$ cat src/rtl/blk_dma_pkg.sv
package blk_dma_pkg;

    localparam int REG_W      = 32;
    localparam int HALF_W     = REG_W / 2;
    localparam int BUSY_BIT   = 24;
    localparam int DIR_BIT    = 0;
    localparam int WORD_BYTES = 4;

    localparam logic [REG_W-1:0] CTRL_MEM2DEV = 32'h0100_0201;
    localparam logic [REG_W-1:0] CTRL_DEV2MEM = 32'h0100_0200;

    localparam logic [1:0] SEL_ADDR  = 2'd0;
    localparam logic [1:0] SEL_BLOCK = 2'd1;
    localparam logic [1:0] SEL_CTRL  = 2'd2;

    typedef enum logic [1:0] {
        LN_NONE,
        LN_RUN,
        LN_REJECT
    } launch_e;

    typedef enum logic {
        DIR_DEV2MEM = 1'b0,
        DIR_MEM2DEV = 1'b1
    } dir_e;

    typedef enum logic [1:0] {
        XS_IDLE,
        XS_FETCH,
        XS_DELIVER
    } xstate_e;

    typedef struct packed {
        launch_e           kind;
        dir_e              dir;
        logic [REG_W-1:0]  words;
    } launch_t;

    function automatic logic [REG_W-1:0] word_total(input logic [REG_W-1:0] blk);
        logic [REG_W-1:0] hi_ext;
        logic [REG_W-1:0] lo_ext;
        hi_ext = {{HALF_W{1'b0}}, blk[REG_W-1:HALF_W]};
        lo_ext = {{HALF_W{1'b0}}, blk[HALF_W-1:0]};
        return hi_ext * lo_ext;
    endfunction

    function automatic logic [REG_W-1:0] align_word(input logic [REG_W-1:0] a);
        return {a[REG_W-1:2], 2'b00};
    endfunction

endpackage

$ cat src/rtl/dma_launch_dec.sv
module dma_launch_dec
    import blk_dma_pkg::*;
(
    input  logic [REG_W-1:0] ctrl_val,
    input  logic [REG_W-1:0] blk_val,
    output launch_t          info
);
    logic [REG_W-1:0] total;
    logic             known;

    always_comb begin
        total = word_total(blk_val);
        known = (ctrl_val == CTRL_MEM2DEV) || (ctrl_val == CTRL_DEV2MEM);
        info.words = total;
        info.dir   = dir_e'(ctrl_val[DIR_BIT]);
        if (!ctrl_val[BUSY_BIT]) begin
            info.kind = LN_NONE;
        end else if (known && (total != '0)) begin
            info.kind = LN_RUN;
        end else begin
            info.kind = LN_REJECT;
        end
    end
endmodule

$ cat src/rtl/dma_chan_regs.sv
module dma_chan_regs
    import blk_dma_pkg::*;
(
    input  logic             clk,
    input  logic             rst,
    input  logic             wr_en,
    input  logic [1:0]       wr_sel,
    input  logic [REG_W-1:0] wr_data,
    input  launch_e          wr_kind,
    input  logic             eng_step,
    input  logic             eng_finish,
    output logic [REG_W-1:0] addr_q,
    output logic [REG_W-1:0] blk_q,
    output logic [REG_W-1:0] ctrl_q,
    output logic             start,
    output logic             abort_req,
    output logic             irq_q
);
    localparam logic [REG_W-1:0] BUSY_MASK = REG_W'(1) << BUSY_BIT;
    localparam logic [REG_W-1:0] ADDR_STEP = REG_W'(WORD_BYTES);

    logic busy;
    logic ctrl_wr;

    assign busy      = ctrl_q[BUSY_BIT];
    assign ctrl_wr   = wr_en && (wr_sel == SEL_CTRL);
    assign start     = ctrl_wr && !busy && (wr_kind == LN_RUN);
    assign abort_req = ctrl_wr && busy && !wr_data[BUSY_BIT];

    always_ff @(posedge clk) begin
        if (rst) begin
            addr_q <= '0;
            blk_q  <= '0;
            ctrl_q <= '0;
            irq_q  <= 1'b0;
        end else begin
            irq_q <= 1'b0;
            if (!busy) begin
                if (wr_en) begin
                    case (wr_sel)
                        SEL_ADDR:  addr_q <= wr_data;
                        SEL_BLOCK: blk_q  <= wr_data;
                        SEL_CTRL: begin
                            case (wr_kind)
                                LN_RUN: begin
                                    ctrl_q <= wr_data;
                                    addr_q <= align_word(addr_q);
                                end
                                LN_REJECT: begin
                                    ctrl_q <= wr_data & ~BUSY_MASK;
                                    addr_q <= align_word(addr_q);
                                    irq_q  <= 1'b1;
                                end
                                default: ctrl_q <= wr_data;
                            endcase
                        end
                        default: ;
                    endcase
                end
            end else begin
                if (eng_step) begin
                    addr_q <= addr_q + ADDR_STEP;
                end
                if (eng_finish) begin
                    ctrl_q[BUSY_BIT] <= 1'b0;
                    irq_q            <= 1'b1;
                end
            end
        end
    end
endmodule

$ cat src/rtl/dma_xfer_engine.sv
module dma_xfer_engine
    import blk_dma_pkg::*;
#(
    parameter int DW = 32
) (
    input  logic             clk,
    input  logic             rst,
    input  logic             start,
    input  dir_e             start_dir,
    input  logic [REG_W-1:0] start_words,
    input  logic             abort_req,
    input  logic             mem_ready,
    input  logic [DW-1:0]    mem_rdata,
    input  logic             pout_ready,
    input  logic             pin_valid,
    input  logic [DW-1:0]    pin_data,
    output logic             mem_req,
    output logic             mem_we,
    output logic [DW-1:0]    mem_wdata,
    output logic             pout_valid,
    output logic [DW-1:0]    pout_data,
    output logic             pin_ready,
    output logic             step,
    output logic             finish
);
    xstate_e          st_q;
    dir_e             dir_q;
    logic [REG_W-1:0] remain_q;
    logic             abort_q;
    logic [DW-1:0]    hold_q;

    logic to_dev;
    logic fetch_hs;
    logic deliver_hs;
    logic last_word;

    assign to_dev = (dir_q == DIR_MEM2DEV);

    always_comb begin
        mem_req    = ((st_q == XS_FETCH) && to_dev) || ((st_q == XS_DELIVER) && !to_dev);
        mem_we     = (st_q == XS_DELIVER) && !to_dev;
        mem_wdata  = hold_q;
        pout_valid = (st_q == XS_DELIVER) && to_dev;
        pout_data  = hold_q;
        pin_ready  = (st_q == XS_FETCH) && !to_dev;
        fetch_hs   = (st_q == XS_FETCH) && (to_dev ? mem_ready : pin_valid);
        deliver_hs = (st_q == XS_DELIVER) && (to_dev ? pout_ready : mem_ready);
        last_word  = (remain_q == REG_W'(1)) || abort_q || abort_req;
        step       = deliver_hs;
        finish     = deliver_hs && last_word;
    end

    always_ff @(posedge clk) begin
        if (rst) begin
            st_q     <= XS_IDLE;
            dir_q    <= DIR_DEV2MEM;
            remain_q <= '0;
            abort_q  <= 1'b0;
            hold_q   <= '0;
        end else begin
            case (st_q)
                XS_IDLE: begin
                    if (start) begin
                        st_q     <= XS_FETCH;
                        dir_q    <= start_dir;
                        remain_q <= start_words;
                        abort_q  <= 1'b0;
                    end
                end
                XS_FETCH: begin
                    if (abort_req) begin
                        abort_q <= 1'b1;
                    end
                    if (fetch_hs) begin
                        hold_q <= to_dev ? mem_rdata : pin_data;
                        st_q   <= XS_DELIVER;
                    end
                end
                XS_DELIVER: begin
                    if (abort_req) begin
                        abort_q <= 1'b1;
                    end
                    if (deliver_hs) begin
                        remain_q <= remain_q - REG_W'(1);
                        st_q     <= last_word ? XS_IDLE : XS_FETCH;
                    end
                end
                default: st_q <= XS_IDLE;
            endcase
        end
    end
endmodule

$ cat src/rtl/blk_dma_chan.sv
module blk_dma_chan
    import blk_dma_pkg::*;
#(
    parameter int DW = 32
) (
    input  logic             clk,
    input  logic             rst,
    input  logic             cfg_wr_en,
    input  logic [1:0]       cfg_wr_sel,
    input  logic [REG_W-1:0] cfg_wr_data,
    output logic [REG_W-1:0] addr_reg,
    output logic [REG_W-1:0] blk_reg,
    output logic [REG_W-1:0] ctrl_reg,
    output logic             mem_req,
    output logic             mem_we,
    output logic [REG_W-1:0] mem_addr,
    output logic [DW-1:0]    mem_wdata,
    input  logic             mem_ready,
    input  logic [DW-1:0]    mem_rdata,
    output logic             pout_valid,
    output logic [DW-1:0]    pout_data,
    input  logic             pout_ready,
    input  logic             pin_valid,
    input  logic [DW-1:0]    pin_data,
    output logic             pin_ready,
    output logic             irq
);
    launch_t launch_info;
    logic    start;
    logic    abort_req;
    logic    eng_step;
    logic    eng_finish;

    dma_launch_dec u_dec (
        .ctrl_val (cfg_wr_data),
        .blk_val  (blk_reg),
        .info     (launch_info)
    );

    dma_chan_regs u_regs (
        .clk        (clk),
        .rst        (rst),
        .wr_en      (cfg_wr_en),
        .wr_sel     (cfg_wr_sel),
        .wr_data    (cfg_wr_data),
        .wr_kind    (launch_info.kind),
        .eng_step   (eng_step),
        .eng_finish (eng_finish),
        .addr_q     (addr_reg),
        .blk_q      (blk_reg),
        .ctrl_q     (ctrl_reg),
        .start      (start),
        .abort_req  (abort_req),
        .irq_q      (irq)
    );

    dma_xfer_engine #(.DW(DW)) u_eng (
        .clk         (clk),
        .rst         (rst),
        .start       (start),
        .start_dir   (launch_info.dir),
        .start_words (launch_info.words),
        .abort_req   (abort_req),
        .mem_ready   (mem_ready),
        .mem_rdata   (mem_rdata),
        .pout_ready  (pout_ready),
        .pin_valid   (pin_valid),
        .pin_data    (pin_data),
        .mem_req     (mem_req),
        .mem_we      (mem_we),
        .mem_wdata   (mem_wdata),
        .pout_valid  (pout_valid),
        .pout_data   (pout_data),
        .pin_ready   (pin_ready),
        .step        (eng_step),
        .finish      (eng_finish)
    );

    assign mem_addr = addr_reg;
endmodule

$ cat config.mk
export PLATFORM = sky130hd
export DESIGN_NAME = blk_dma_chan
export DESIGN_NICKNAME = d
export VERILOG_FILES = /design/src/rtl/blk_dma_pkg.sv /design/src/rtl/dma_launch_dec.sv /design/src/rtl/dma_chan_regs.sv /design/src/rtl/dma_xfer_engine.sv /design/src/rtl/blk_dma_chan.sv
export SDC_FILE = /design/constraint.sdc
export NUM_CORES = 1
export LEC_CHECK = 0
export ABC_AREA = 1
export ABC_CLOCK_PERIOD_IN_PS = 6000
export BUFFER_PORTS_ARGS = -buffer_cell sky130_fd_sc_hd__buf_4
export CORE_MARGIN = 2
export CORE_UTILIZATION = 53
export CTS_CLUSTER_SIZE = 24
export DETAILED_ROUTE_END_ITERATION = 10
export HOLD_SLACK_MARGIN = 0.06
export PLACE_DENSITY_LB_ADDON = 0.2
export SLEW_MARGIN = 5
export SYNTH_ARGS = -nofsm -noshare
export SYNTH_HDL_FRONTEND = slang
export SYNTH_SLANG_ARGS = --single-unit
$ cat constraint.sdc
create_clock -name clk -period 6 [get_ports clk]
set_input_delay 1.2 -clock clk [delete_from_list [all_inputs] [get_ports clk]]
set_output_delay 1.2 -clock clk [all_outputs]
set_load 0.1 [all_outputs]
==> results_dict.tcl, run 1 <==
set metrics [dict create \
    n_fill_cell 2980 \
    wl_per_cell_um 17.4 \
    synth_edf_count 0 \
    setup_slack_ns -0.115 \
    pin_count 301 \
    rows 68 \
    fin_crit_sh_pct 102 \
    grt_setup_unrepaired "yes" \
    place.gp.congestion 0.954 \
    dp_cells 3334 \
    n_antenna_cell 0 \
    drtIter0Drc 1409 \
    die_h_um 190 \
    die_w_um 190 \
    tightest_slew_ns 1.14 \
    grt_pass1_wl_um 92600 \
    ys_ff_latch 165 \
    drc 0 \
    cts_max_level 4 \
    syn_area_um2 18300 \
    grt_usage_pct 32.4 \
    clk_pin_slew_ns 0.08 \
    antenna_found_initial 0 \
    ys_warn_count 0 \
    start_util_pct 53.3 \
    status "complete, but fails checks" \
    cts_tree "built" \
    hold_path_class "reg2reg" \
    synthArstFlopShare_pct 0 \
    setup_viol 37 \
    fin_worst_skew_ns 0.0276 \
    worst-setup-path-type "reg2reg" \
    final-max-slew-violation-count 0 \
    nNetsFinal 3371 \
    root_buffer "clkbuf_16" \
    fmax_mhz 164 \
    clock-sinks 165 \
    cts_buffer_depth 2 \
    totalNegativeSetupSlack_ns -2.86 \
    grt_overflow 0 \
    io_buffers 300 \
    cts_buffers 17 \
    avgSynthCellArea_um2 6.82 \
    area_growth_pct 26.0 \
    required_ns 6.38 \
    hold_viol 0 \
    core_um2 34300 \
    max_cap_violations 0 \
    grt_pass1_vias 17873 \
    worst_path_max_delay_cell "fa_2" \
    hpwl_um 45300 \
    slew_headroom_pct 24.1 \
    antenna_left 0 \
    routed_via_density 5.36 \
    design_power_total_mw 5.67 \
    seq_area_frac_synth_pct 18.1 \
    cts_hold_buffers 0 \
    drt_pass1_iterations 6 \
    power.leakage_nw 12.5 \
    clk_latency_ns 0.46 \
    violations "setup timing" \
    period_minus_slack_ns 6.12 \
    synth_flop_cell "dfxtp_1" \
    num_vias 18380 \
    power_density_nw_per_um2 246 \
    startpoint_type "flip-flop" \
    ys_types 42 \
    grt_max_degree 79 \
    worst_setup_path_end_kind "flip-flop" \
    cp.arrival_ns 6.50 \
    dieArea_um2 36000 \
    pre_cts_ws_ns -0.131 \
    final_cells 3430 \
    hold_ws_ns 0.506 \
    wirelength_um 59700 \
    cp_slowest_stage_delay_ns 0.55 \
    peakVddDrop_mv 0.256 \
    synthCells 2680 \
    crit_fanout 19 \
    syn_nets 3089 \
    drive_above_1_share_pct 24.8 \
]
final timing paths:
path	from	to	cells after the start	slack, ns
hold reg to reg	u_eng.abort_q	u_eng.abort_q	2	0.51
setup / recovery	u_regs.blk_q[4]	u_eng.remain_q[12]	31	-0.12
hold / removal	u_eng.abort_q	u_eng.abort_q	2	0.51
setup reg to reg	u_regs.blk_q[4]	u_eng.remain_q[12]	31	-0.12
sequential cells by signal (all words and copies together), names as in the netlist, 2 cells and up:
| signal | cells |
|---|---|
| u_regs.addr_q | 32 |
| u_eng.st_q | 2 |
| u_regs.blk_q | 32 |
| u_eng.mem_wdata | 32 |
| u_regs.ctrl_q | 32 |
| u_eng.remain_q | 32 |
routing by layer:
metal	global-route usage, %	vias up	wire [um]
met5	0	-	0
met3	5.28	146	4400
met2	56.4	757	29500
li1	-	8684	-
met4	11.4	0	1940
met1	40.8	8793	23800
cells by family (layout without fill, tap and decap cells):
| kind of cell | Yosys count | count (layout) | synth area share [%] |
|---|---|---|---|
| mux | 2 | 2 | 0.109 |
| fa+ha+maj | 305 | 305 | 28.8 |
| flops | 165 | 165 | 18.1 |
| xor+xnor | 28 | 28 | 1.34 |
| buf+inv | 719 | 1014 | 16.4 |
| compound gates | 339 | 339 | 10.1 |
| simple gates | 1122 | 1122 | 25.1 |
Yosys cell counts (38+ instances only):
cell	count	share of area, %
a31oi_1	38	1.3
a21oi_1	109	3.0
dfxtp_1	165	18
inv_1	514	11
fa_1	194	21
clkbuf_1	118	2.4
o21ai_0	155	4.2
ha_1	111	7.6
buf_4	68	2.8
nand3_1	94	2.6
nand2_1	679	14
nor2_1	256	5.3
area by class of cell:
| cell class | instances | area (um^2) | share of cell area [%] |
|---|---|---|---|
| Timing Repair Buffer | 466 | 3690 | 16.0 |
| Clock buffer | 19 | 453 | 1.97 |
| Multi-Input combinational cell | 1796 | 12800 | 55.6 |
| Inverter | 516 | 1940 | 8.41 |
| Tap cell | 455 | 569 | 2.47 |
| Clock inverter | 13 | 160 | 0.695 |
| Sequential cell | 165 | 3420 | 14.8 |
per-stage QoR:
step                      cell area (um^2)  util [%]
after floorplan                      18700         -
after global placement               21100      61.4
after detailed placement             21100      61.4
after CTS                            22100      64.4
after global routing                 23000      67.2
final                                23000      67.2
critical path: cells and delay by family (launching register included):
family / cells / cell delay (ns)
adder cells (fa/ha/maj): 7 / 3.30
buffers and inverters: 8 / 0.70
flip-flops: 1 / 0.40
AND/OR/NAND/NOR: 16 / 1.64
power breakdown:
| part | internal (mW) | switching (mW) |
|---|---|---|
| Combinational | 0.903 | 2.14 |
| Clock | 0.652 | 0.537 |
| Sequential | 1.25 | 0.191 |
timing repair:
item,4_1_cts,5_1_grt
endpoints found under the hold margin,0,0
resized for setup,49,195
setup endpoints to repair,36,38
cloned,0,3
pin swaps,8,95
buffers inserted,28,36
layout by cell type, fill, tap and decap left out, types with 16 or more instances in the layout:
| cell | instances |
|---|---|
| nand2_1 | 609 |
| nor2_1 | 227 |
| buf_4 | 438 |
| nor2_4 | 17 |
| nor3_1 | 16 |
| ha_1 | 95 |
| nand3_1 | 73 |
| a21oi_1 | 99 |
| nand3_2 | 24 |
| inv_2 | 27 |
| dfxtp_1 | 134 |
| inv_1 | 486 |
| a31oi_1 | 38 |
| buf_6 | 18 |
| nand2_2 | 61 |
| nor2_2 | 19 |
| nand4_1 | 25 |
| clkbuf_16 | 20 |
| o21ai_0 | 154 |
| dfxtp_4 | 31 |
| fa_1 | 186 |
Note: power is estimated with default switching activity, not from simulation.
==> run 2: changes to the inputs <==
CORE_ASPECT_RATIO = 0.8   (was default)
CORE_UTILIZATION = 40   (was 53)
==> run 2 against run 1 <==
The flow still finishes with violations (setup timing). Design area rose by 1.5%. Via count shrank 0.29%. Die area increased by 32%. First-iteration DRC count grew 2.1%. Global-route usage is 5.4 points lower. Largest cell class unchanged. Largest power group unchanged. Routed wire length increased by 8.6%. Core utilization is 16 points lower. Power up 0.54%.
==> results_dict.tcl, run 2 (synthesis results as in run 1) <==
set metrics [dict create \
    ff2ff_setup_slack_ns -0.17 \
    grt_pass1_vias 17727 \
    required_ns 6.38 \
    grt_setup_unrepaired "yes" \
    final-max-slew-violation-count 0 \
    worst_setup_path_end_kind "flip-flop" \
    fmax_mhz 162 \
    worst_path_max_delay_cell "fa_1" \
    io_buffers 300 \
    drt_pass1_iterations 6 \
    hold_path_end "u_eng.abort_q" \
    hold_ws_ns 0.503 \
    power_frac_clock_pct 19.5 \
    pre_cts_ws_ns -0.421 \
    tightest_slew_ns 1.14 \
    period_minus_slack_ns 6.17 \
    combPwrFrac_pct 54.8 \
    clock-sinks 165 \
    p_sw_share_pct 51.3 \
    grt_overflow 0 \
    setup_slack_ns -0.172 \
    violations "setup timing" \
    pin_count 301 \
    crit_fanout 8 \
    power.internal_mw 2.77 \
    grt_usage_pct 27.0 \
    hold_path_class "reg2reg" \
    rows 70 \
    fin_util_pct 51.5 \
    hpwl_um 50700 \
    setup_viol 38 \
    cts_hold_buffers 0 \
    start_util_pct 40.3 \
    drive_above_1_share_pct 24.5 \
    totalNegativeSetupSlack_ns -4.07 \
    r2r_end "u_eng.remain_q[29]" \
    cp_slowest_stage_delay_ns 0.52 \
    routed_via_density 5.06 \
    cts_tree "built" \
    nNetsFinal 3409 \
    clk_pin_slew_ns 0.08 \
    die_h_um 195 \
    dieArea_um2 47400 \
    rr_worst_depth 30 \
    clk_latency_ns 0.46 \
    max_cap_violations 0 \
    antenna_found_initial 1 \
    hold_start "u_eng.abort_q" \
    cpMostUsedCell "buf_4" \
    crit_family "adder cells" \
    cts_buffer_depth 2 \
    cts_max_level 4 \
    p_sw_mw 2.92 \
    final_cell_mix "622 x nand2_1, 489 x inv_1, 480 x buf_4, 237 x nor2_1, 187 x fa_1" \
    slew_headroom_pct 23.7 \
    core_um2 45400 \
    holdPathStages 2 \
    die_w_um 243 \
    worst-setup-path-type "reg2reg" \
    startpoint_type "flip-flop" \
    critPathBufInv 11 \
    power_frac_seq_pct 25.7 \
    n_antenna_cell 0 \
    place.gp.congestion 0.982 \
    power_density_nw_per_um2 244 \
    drc 0 \
    fin_crit_sh_pct 103 \
    wirelength_um 64800 \
    cp.arrival_ns 6.55 \
    hold_viol 0 \
    peakVddDrop_mv 0.310 \
    power.leakage_nw 12.7 \
    drtIter0Drc 1439 \
    num_vias 18326 \
    layout_commonest_cell "nand2_1" \
    grt_max_degree 79 \
    area_growth_pct 27.9 \
    cts_buffers 17 \
    wl_per_cell_um 17.9 \
    status "complete, but fails checks" \
    fin_worst_skew_ns 0.0178 \
    reg2reg_from "u_regs.blk_q[27]" \
    root_buffer "clkbuf_16" \
    grt_pass1_wl_um 100000 \
    antenna_left 0 \
]
-- run 2: changes by cell type in the layout (fill, tap and decap cells not counted), sizes merged --
cell,change
buf,+38
bufinv,-1
clkbuf,-2
clkinv,+2
clkinvlp,+1
inv,-1
nand2,+1
-- run 2: per-layer routing --
layer	GRT usage [%]	vias to the layer above	share of wire (%)
met5	0	-	0.025
met4	7.02	2	1.9
li1	-	8759	-
met2	41.5	764	45
met1	38.6	8713	45
met3	5.50	88	8.5
-- run 2: worst register-to-register path: cells and delay by family (launching register included) --
family	cells	cell delay, ns
flip-flops	1	0.37
buffers and inverters	11	1.25
AND/OR/NAND/NOR	11	1.20
AO/OA/AOI/OAI	1	0.13
adder cells (fa/ha/maj)	7	3.11
-- run 2: what timing repair did --
item,CTS,global route
setup buffers,40,15
resized for setup,103,88
cloned,1,2
setup endpoints to repair,38,38
pin swaps,41,63
-- run 2: area by class of cell --
class                   instances  area [um^2]
fillers                      4526        22000
multi-input cells            1797        12700
repair buffers                503         3980
flip-flops and latches        165         3420
inverters                     516         1940
well taps                     612          766
clock buffers                  18          429
clock inverters                14          138
-- run 2: worst max path at each step --
stage                      from                 end  slack [ns]  cells past startpoint
6_report       u_regs.blk_q[27]  u_eng.remain_q[29]       -0.17                     30
5_1_grt        u_regs.blk_q[22]  u_eng.remain_q[15]       -0.39                     33
4_1_cts        u_regs.blk_q[22]  u_eng.remain_q[22]       -0.09                     32
3_5_place_dp   u_regs.blk_q[27]  u_eng.remain_q[20]       -0.42                     28
3_3_place_gp   u_regs.blk_q[27]  u_eng.remain_q[27]       -0.36                     28
2_1_floorplan  u_regs.blk_q[27]  u_eng.remain_q[18]       0.001                     31
-- run 2: power groups by stage --
stage	sequential [mW]	clock, mW	combinational (mW)
floorplan	1.90	0	1.76
global placement	1.48	0	2.81
detailed placement	1.48	0	2.83
CTS	1.45	1.13	2.95
global route	1.48	1.17	3.35
finish	1.47	1.11	3.12
-- run 2: metrics by stage --
step                      area (um^2)  total power, mW  std cells
after floorplan                 18700             3.66       2680
after global placement          21600             4.29       3534
after detailed placement        21600             4.31       3534
after CTS                       22900             5.54       3607
after global routing            23400             6.01       3625
final                           23400             5.70       3625
